$ cat config.mk
export PLATFORM = sky130hd
export DESIGN_NAME = pds_chain
export DESIGN_NICKNAME = d
export VERILOG_FILES = /design/src/rtl/pds_pkg.sv /design/src/rtl/pds_wait_timer.sv /design/src/rtl/pds_domain_fsm.sv /design/src/rtl/pds_chain.sv
export SDC_FILE = /design/constraint.sdc
export NUM_CORES = 1
export LEC_CHECK = 0
export BUFFER_PORTS_ARGS = -buffer_cell sky130_fd_sc_hd__buf_4
export CAP_MARGIN = 10
export CORE_MARGIN = 3
export CORE_UTILIZATION = 36
export CTS_CLUSTER_DIAMETER = 200
export DETAILED_ROUTE_END_ITERATION = 10
export GPL_ROUTABILITY_DRIVEN = 0
export PLACE_DENSITY = 0.7
export SLEW_MARGIN = 15
export SYNTH_ARGS = -nofsm -noshare
export SYNTH_HDL_FRONTEND = slang
export SYNTH_SLANG_ARGS = --single-unit
$ cat constraint.sdc
create_clock -name clk -period 4.55 [get_ports clk]
set_input_delay 1.365 -clock clk [delete_from_list [all_inputs] [get_ports clk]]
set_output_delay 1.365 -clock clk [all_outputs]
set_load 0.05 [all_outputs]
$ cat src/rtl/pds_pkg.sv
package pds_pkg;
  localparam int unsigned SRAM_W   = 4;
  localparam int unsigned B_RSTN   = 0;
  localparam int unsigned B_ISO    = 1;
  localparam int unsigned B_PON    = 2;
  localparam int unsigned B_PON2   = 3;
  localparam int unsigned B_CLKDIS = 4;
  localparam int unsigned PD_LSB   = 8;
  localparam int unsigned CTRL_W   = PD_LSB + SRAM_W;

  typedef enum logic [3:0] {
    PD_IDLE,
    PD_RAIL1,
    PD_RAIL2,
    PD_WAIT_PWR,
    PD_CLK_ON,
    PD_ISO_OFF,
    PD_RST_REL,
    PD_WAIT_ACK,
    PD_UP,
    PD_FAULT
  } pd_state_e;
endpackage

$ cat src/rtl/pds_wait_timer.sv
module pds_wait_timer #(
  parameter int unsigned TMO_CYC = 64
) (
  input  logic clk,
  input  logic rst_n,
  input  logic restart,
  input  logic run,
  output logic expired
);
  localparam int unsigned CNT_W = (TMO_CYC > 2) ? $clog2(TMO_CYC) : 1;
  localparam logic [CNT_W-1:0] LAST = CNT_W'(TMO_CYC - 1);

  logic [CNT_W-1:0] cnt_q, cnt_d;
  logic             cnt_en;

  always_comb begin
    expired = run && (cnt_q == LAST);
    cnt_en  = restart || (run && !expired);
    cnt_d   = restart ? '0 : cnt_q + 1'b1;
  end

  always_ff @(posedge clk or negedge rst_n) begin
    if (!rst_n)      cnt_q <= '0;
    else if (cnt_en) cnt_q <= cnt_d;
  end

  assert_cnt_bound_R7: assert property (@(posedge clk) disable iff (!rst_n)
    cnt_q <= LAST);
endmodule

$ cat src/rtl/pds_domain_fsm.sv
module pds_domain_fsm
  import pds_pkg::*;
#(
  parameter int unsigned TMO_CYC = 64
) (
  input  logic              clk,
  input  logic              rst_n,
  input  logic              start,
  input  logic              sta_a,
  input  logic              sta_b,
  input  logic [SRAM_W-1:0] sram_mask,
  input  logic [SRAM_W-1:0] sram_ack,
  output logic [CTRL_W-1:0] ctrl,
  output logic              up,
  output logic              fault
);
  pd_state_e state_q, state_d;
  logic rstn_q, rstn_d, iso_q, iso_d, pon_q, pon_d, pon2_q, pon2_d, clkdis_q, clkdis_d;
  logic [SRAM_W-1:0] pd_q, pd_d;
  logic ctl_we, tmr_restart, tmr_run, tmr_expired, powered, ack_clear, has_sram;

  pds_wait_timer #(.TMO_CYC(TMO_CYC)) u_timer (
    .clk     (clk),
    .rst_n   (rst_n),
    .restart (tmr_restart),
    .run     (tmr_run),
    .expired (tmr_expired)
  );

  always_comb begin
    powered   = sta_a && sta_b;
    has_sram  = |sram_mask;
    ack_clear = ~|(sram_ack & sram_mask);
    tmr_run   = (state_q == PD_WAIT_PWR) || (state_q == PD_WAIT_ACK);
  end

  always_comb begin
    state_d     = state_q;
    rstn_d      = rstn_q;
    iso_d       = iso_q;
    pon_d       = pon_q;
    pon2_d      = pon2_q;
    clkdis_d    = clkdis_q;
    pd_d        = pd_q;
    ctl_we      = 1'b0;
    tmr_restart = 1'b0;
    unique case (state_q)
      PD_IDLE: if (start) begin
        state_d = PD_RAIL1; pon_d = 1'b1; ctl_we = 1'b1;
      end
      PD_RAIL1: begin
        state_d = PD_RAIL2; pon2_d = 1'b1; ctl_we = 1'b1;
      end
      PD_RAIL2: begin
        state_d = PD_WAIT_PWR; tmr_restart = 1'b1;
      end
      PD_WAIT_PWR: begin
        if (powered) begin
          state_d = PD_CLK_ON; clkdis_d = 1'b0; ctl_we = 1'b1;
        end else if (tmr_expired) begin
          state_d = PD_FAULT;
        end
      end
      PD_CLK_ON: begin
        state_d = PD_ISO_OFF; iso_d = 1'b0; ctl_we = 1'b1;
      end
      PD_ISO_OFF: begin
        state_d = PD_RST_REL; rstn_d = 1'b1; ctl_we = 1'b1;
      end
      PD_RST_REL: begin
        if (has_sram) begin
          state_d = PD_WAIT_ACK; pd_d = pd_q & ~sram_mask;
          ctl_we = 1'b1; tmr_restart = 1'b1;
        end else begin
          state_d = PD_UP;
        end
      end
      PD_WAIT_ACK: begin
        if (ack_clear)        state_d = PD_UP;
        else if (tmr_expired) state_d = PD_FAULT;
      end
      PD_UP:    state_d = PD_UP;
      PD_FAULT: state_d = PD_FAULT;
      default:  state_d = PD_FAULT;
    endcase
  end

  always_ff @(posedge clk or negedge rst_n) begin
    if (!rst_n) state_q <= PD_IDLE;
    else        state_q <= state_d;
  end

  always_ff @(posedge clk or negedge rst_n) begin
    if (!rst_n) begin
      rstn_q   <= 1'b0;
      iso_q    <= 1'b1;
      pon_q    <= 1'b0;
      pon2_q   <= 1'b0;
      clkdis_q <= 1'b1;
      pd_q     <= '1;
    end else if (ctl_we) begin
      rstn_q   <= rstn_d;
      iso_q    <= iso_d;
      pon_q    <= pon_d;
      pon2_q   <= pon2_d;
      clkdis_q <= clkdis_d;
      pd_q     <= pd_d;
    end
  end

  always_comb begin
    ctrl                   = '0;
    ctrl[B_RSTN]           = rstn_q;
    ctrl[B_ISO]            = iso_q;
    ctrl[B_PON]            = pon_q;
    ctrl[B_PON2]           = pon2_q;
    ctrl[B_CLKDIS]         = clkdis_q;
    ctrl[PD_LSB +: SRAM_W] = pd_q;
    up                     = (state_q == PD_UP);
    fault                  = (state_q == PD_FAULT);
  end

  assert_rail_order_R2: assert property (@(posedge clk) disable iff (!rst_n)
    pon2_q |-> pon_q);
  assert_dual_status_R3: assert property (@(posedge clk) disable iff (!rst_n)
    $fell(clkdis_q) |-> $past(sta_a && sta_b));
  assert_release_order_R4: assert property (@(posedge clk) disable iff (!rst_n)
    rstn_q |-> (!iso_q && !clkdis_q));
  assert_iso_after_clk_R4: assert property (@(posedge clk) disable iff (!rst_n)
    !iso_q |-> !clkdis_q);
  assert_sram_after_rst_R5: assert property (@(posedge clk) disable iff (!rst_n)
    (pd_q != '1) |-> rstn_q);
  assert_skip_keeps_pd_R6: assert property (@(posedge clk) disable iff (!rst_n)
    (up && (sram_mask == '0)) |-> (pd_q == '1));
  assert_fault_freeze_R7: assert property (@(posedge clk) disable iff (!rst_n)
    (fault && $past(fault)) |-> $stable(ctrl));
  assert_exclusive_R8: assert property (@(posedge clk) disable iff (!rst_n)
    !(up && fault));
  assert_sticky_R8: assert property (@(posedge clk) disable iff (!rst_n)
    $past(up || fault) |-> (up || fault));
endmodule

$ cat src/rtl/pds_chain.sv
module pds_chain
  import pds_pkg::*;
#(
  parameter int unsigned N_DOM   = 3,
  parameter int unsigned TMO_CYC = 64
) (
  input  logic                      clk,
  input  logic                      rst_n,
  input  logic                      seq_start,
  input  logic [N_DOM-1:0]          sta_pri,
  input  logic [N_DOM-1:0]          sta_sec,
  input  logic [N_DOM*SRAM_W-1:0]   sram_mask,
  input  logic [N_DOM*SRAM_W-1:0]   sram_ack,
  output logic [N_DOM*CTRL_W-1:0]   dom_ctrl,
  output logic [N_DOM-1:0]          dom_up,
  output logic [N_DOM-1:0]          dom_fault,
  output logic                      chain_up
);
  logic [N_DOM-1:0] dom_start;

  for (genvar i = 0; i < N_DOM; i++) begin : g_dom
    if (i == 0) begin : g_first
      assign dom_start[i] = seq_start;
    end else begin : g_next
      assign dom_start[i] = dom_up[i-1];

      assert_order_R10: assert property (@(posedge clk) disable iff (!rst_n)
        dom_ctrl[i*CTRL_W + B_PON] |-> dom_up[i-1]);
      assert_halt_R10: assert property (@(posedge clk) disable iff (!rst_n)
        dom_fault[i-1] |-> !dom_ctrl[i*CTRL_W + B_PON]);
    end

    pds_domain_fsm #(.TMO_CYC(TMO_CYC)) u_dom (
      .clk       (clk),
      .rst_n     (rst_n),
      .start     (dom_start[i]),
      .sta_a     (sta_pri[i]),
      .sta_b     (sta_sec[i]),
      .sram_mask (sram_mask[i*SRAM_W +: SRAM_W]),
      .sram_ack  (sram_ack[i*SRAM_W +: SRAM_W]),
      .ctrl      (dom_ctrl[i*CTRL_W +: CTRL_W]),
      .up        (dom_up[i]),
      .fault     (dom_fault[i])
    );
  end

  assign chain_up = &dom_up;
endmodule

; ---- Yosys cells after proc, flatten, opt, wreduce, memory -nomap -nowiden
; Index checks and enable logic that the tools add are counted.
[word_totals]
reg_bits = 57
input_bits = 33
out_inout_bits = 43
[op_classes]
n_addsub = 3
eq_ne = 33
muxes = 36
bitwise = 9
reduce_logical = 49
[ops]
columns = op, count
row1 = case mux 4 bit (9 select lines), 3
row2 = 2-to-1 mux 4 bit, 15
row3 = "equality test 4 x 3 -> 1 bit, second input constant", 12
row4 = AND reduction 3 bit, 10
row5 = AND 4 bit, 6
row6 = "equality test 4 x 2 -> 1 bit, second input constant", 6
row7 = "equality test 4 bit, second input constant", 6
row8 = OR reduction 4 bit, 6
row9 = "adder 6 x 1 -> 6 bit, second input constant", 3
row10 = "equality test 6 bit, second input constant", 3
row11 = 2-to-1 mux 6 bit, 3
row12 = AND reduction 2 bit, 9
row13 = "equality test 4 x 1 -> 1 bit, second input constant", 3
row14 = zero test 4 bit, 3
row15 = NOT 4 bit, 3
row16 = case mux 1 bit (4 select lines), 3
row17 = logical AND 1 bit, 9
row18 = 2-to-1 mux 1 bit, 9
row19 = OR reduction 3 bit, 3
row20 = logical OR 1 bit, 6
row21 = "!= test 2 bit, second input constant", 3
row22 = case mux 1 bit (2 select lines), 3
row23 = zero test 1 bit, 3

; ---- Longest topological paths before layout
[depth]
depth_word = 6
depth_mapped = 6

; ---- Cells and area by module
; From an unflattened synthesis, not the netlist that was laid out.
[hier_totals]
hier_cells = 343
hier_area_um2 = 3301.9
[modules_own_cells]
columns = module, instances, cells_each, area_each_um2, seq_area_each_um2
row1 = pds_domain_fsm, 3, 72, 724.4, 332.8
row2 = pds_wait_timer, 3, 42, 374.1, 150.1
row3 = pds_chain, 1, 1, 6.3, 0.0

; ---- Worst setup path before layout
; OpenSTA, ideal clock, no wires.
[synth_path]
path_type = reg2out
startpoint = register g_dom[1].u_dom.state_q[0]
endpoint = output port chain_up
arrival_ns = 2.003
required_time_ns = 3.185
slack_ns = 1.182
path_stages_with_launch = 5
n_path_buf = 1
cell_sequence = dfrtp_1 > buf_2 > nor4b_2 > nand2_1 > nor3_1
[synth_via]
elab_chain_len = 2
[synth_lines]
columns = item, line_no
row1 = "start, declared", pds_domain_fsm.sv:17  ; pd_state_e state_q, state_d;
row2 = "start signal, assigned", pds_domain_fsm.sv:90  ; else state_q <= state_d;
row3 = equality test 4 bit, pds_domain_fsm.sv:119  ; up = (state_q == PD_UP);
row4 = net g_dom[1].u_dom.up, pds_domain_fsm.sv:14  ; output logic up,
row5 = AND reduction 3 bit, pds_chain.sv:47  ; assign chain_up = &dom_up;
row6 = "end, declared", pds_chain.sv:17  ; output logic chain_up
; The timed path passes the listed nets, and every way through them passes these cells.

; ---- Worst setup path in the final report
[layout_path]
startpoint = register g_dom[1].u_dom.state_q[3]
endpoint = output port chain_up
[layout_via]
elab_chain_len = 2
[layout_lines]
columns = item, line_no
row1 = equality test 4 bit, pds_domain_fsm.sv:119
row2 = AND reduction 3 bit, pds_chain.sv:47
; Every way passes these cells.

==> results.sh <==
export IMPL_grt_pass1_vias=2415
export IMPL_drc=0
export IMPL_synth_largest_area_cell="dfrtp_1"
export IMPL_leakagePower_nw=1.61
export IMPL_period_share=0.727
export IMPL_crit_reg2reg_launch="g_dom[1].u_dom.state_q[1]"
export IMPL_wl_um=6690
export IMPL_hp_class="reg2reg"
export IMPL_yosys_register_bits=57
export IMPL_grt_pass1_wl_um=11300
export IMPL_initial_core_util=0.375
export IMPL_async_flop_share=1.00
export IMPL_required_ns=3.18
export IMPL_grt_max_degree=58
export IMPL_path_clk_slew_ns=0.07
export IMPL_nets=392
export IMPL_drt_iter0_markers=98
export IMPL_drive_above_1_share=0.299
export IMPL_slew_violations=0
export IMPL_numPortBuffers=66
export IMPL_rrSetupSlack_ns=2.66
export IMPL_synth_warnings=0
export IMPL_setup_violations_final=0
export IMPL_die_area_um2=9790
export IMPL_ys_seq_area_frac=0.466
export IMPL_numCtsBuffers=9
export IMPL_dp_hpwl_um=4810
export IMPL_synthTopCellsByCount="dfrtp_1 (39), buf_4 (32), nor2_1 (19), dfstp_2 (18), nand2_1 (17)"
export IMPL_cp_startpoint="g_dom[1].u_dom.state_q[3]"
export IMPL_die_w_um=99.0
export IMPL_dieHeight_um=99.0
export IMPL_dr_pass1_iters=4
export IMPL_area_delta_synth_final_pct=19.3
export IMPL_syn_inst=315
export IMPL_reg2reg_depth=3
export IMPL_tightestPinTransition_ns=0.932
export IMPL_synth_edf_count=0
export IMPL_startpoint_type="flop"
export IMPL_timing_fmax_ghz=0.302
export IMPL_synth_area_top_cells="dfrtp_1 (31%), dfstp_2 (15%), buf_4 (7.7%), a21boi_0 (3.6%), a21oi_1 (2.6%)"
export IMPL_io_pins=76
export IMPL_drv_cap=0
export IMPL_endpoint="chain_up"
export IMPL_max_slew_margin=0.377
export IMPL_critPathMaxFanout=15
export IMPL_final_util=0.447
export IMPL_cts_setup_buffers=0
export IMPL_ant_nets=0
export IMPL_htree_num_levels=3
export IMPL_cts_buffer_depth=2
export IMPL_outcome="complete, no violations"
export IMPL_finalHoldViolCount=0
export IMPL_cts_sinks=57
export IMPL_wl_per_cell_um=14.3
export IMPL_syn_avg_cell_area_um2=9.87
export IMPL_syn_cell_area_um2=3110
export IMPL_ctsResizeCount=0
export IMPL_reg2reg_to="g_dom[1].u_dom.state_q[0]"
export IMPL_ys_flop_type="dfrtp_1"
export IMPL_antenna_cells=0
export IMPL_rsz0062_at_grt="no"
export IMPL_cp_arrival_ns=1.94
export IMPL_vias_per_cell=5.27
export IMPL_yosysUniqueCellTypes=54
export IMPL_fp_row_count=33
export IMPL_cts_tree="yes"
export IMPL_hold_buffers=0
export IMPL_end_kind="primary output"
export IMPL_min_period_ns=3.31
export IMPL_synthDominantCellAreaShare=0.314
export IMPL_yosysMostFrequentCell="dfrtp_1"
export IMPL_antenna_found_initial=0
export IMPL_core_um2=8300
export IMPL_grt_remaining_overflow=0
export IMPL_clock_root_buffer="clkbuf_8"
export IMPL_vias=2455
export IMPL_grt_usage=0.143
export IMPL_fin_skew_ns=0.00462
export IMPL_power_density_nw_per_um2=457
export IMPL_tns_ns=0
export IMPL_peakVddDrop_v=0.000276
export IMPL_clkLatencyLatePin_ns=0.34
export IMPL_critPathKind="reg2out"
-- kinds of logic after synthesis --
| kind of cell | after synthesis | share of synthesized area |
|---|---|---|
| AOI/OAI and AO/OA | 92 | 0.206 |
| xor gates and xnor gates | 7 | 0.0197 |
| adders and majority gates | 3 | 0.0121 |
| buffers and inverters | 49 | 0.102 |
| DFF | 57 | 0.466 |
| muxes | 2 | 0.00684 |
| other | 1 | 0.00121 |
| and+or+nand+nor | 104 | 0.186 |
-- cell usage in the layout, fill, tap and decap left out, types with 6 or more instances in the layout --
master    netlist  routed
nand3_1        14      14
clkbuf_8        0       9
buf_4          32      66
a21boi_0       15      15
dfstp_2        18      18
nand2_1        17      17
and2_1          6       6
conb_1          1       9
a22oi_1         9       9
nor2_1         19      19
a21o_1          6       6
a21oi_1        16      16
o21ai_0        14      14
xor2_1          6       6
dfrtp_1        39      39
and3_1          8       8
nor2b_1         7       7
-- worst max-delay path, stage by stage, from the launching register on --
cell and delay (ns):
dfrtp_1 0.61, nor4b_2 0.45, nand2_1 0.09, nor3_1 0.20, buf_4 0.24
-- power by group --
group / total, mW / switching (mW) / internal [mW] / leakage, nW
clock: 0.580 / 0.217 / 0.363 / 0.115
combinational: 0.430 / 0.264 / 0.165 / 0.854
sequential: 0.686 / 0.110 / 0.576 / 0.636
-- worst min path at each step --
| stage | startpoint | end | slack (ns) | cells past startpoint |
|---|---|---|---|---|
| after detailed placement | g_dom[0].u_dom.rstn_q | g_dom[0].u_dom.rstn_q | 0.45 | 1 |
| after floorplan | g_dom[0].u_dom.pon2_q | g_dom[0].u_dom.pon2_q | 0.43 | 1 |
| final | g_dom[2].u_dom.rstn_q | g_dom[2].u_dom.rstn_q | 0.46 | 1 |
| after CTS | g_dom[0].u_dom.rstn_q | g_dom[0].u_dom.rstn_q | 0.47 | 1 |
| after global routing | g_dom[0].u_dom.clkdis_q | g_dom[0].u_dom.clkdis_q | 0.48 | 1 |
| after global placement | g_dom[1].u_dom.rstn_q | g_dom[1].u_dom.rstn_q | 0.44 | 1 |
-- metal layers --
metal,global-route usage,wire (µm)
met1,0.183,3040
met2,0.218,3060
met3,0.0573,458
met4,0.0515,125
met5,0,0
-- metrics by stage --
step                      power (mW)  instance area [µm²]  std cells  setup slack [ns]  hold WS (ns)
final                           1.70                 3710        466              1.24         0.462
after floorplan                 1.04                 3140        323              1.18         0.429
after detailed placement        1.12                 3470        450              1.65         0.449
after global placement          1.11                 3470        450              1.63         0.443
after CTS                       1.71                 3710        466              1.27         0.470
after global routing            1.80                 3710        466              1.06         0.483
-- state kept, by name (all words and copies together), names as in the netlist --
name,cells
g_dom.u_dom.pon2_q,3
g_dom.u_dom.rstn_q,3
g_dom.u_dom.state_q,12
g_dom.u_dom.u_timer.cnt_q,18
g_dom.u_dom.pon_q,3
g_dom.u_dom.clkdis_q,3
g_dom.u_dom.pd_q,12
g_dom.u_dom.iso_q,3
-- final cells by class --
type	count	area (µm²)
fill	813	4590
sequential	57	1450
multi-input combinational	217	1380
timing repair buffer	66	495
tap	105	131
clock buffer	9	124
clock inverter	7	119
inverter	5	18.8
(Power assumes the default switching activity.)
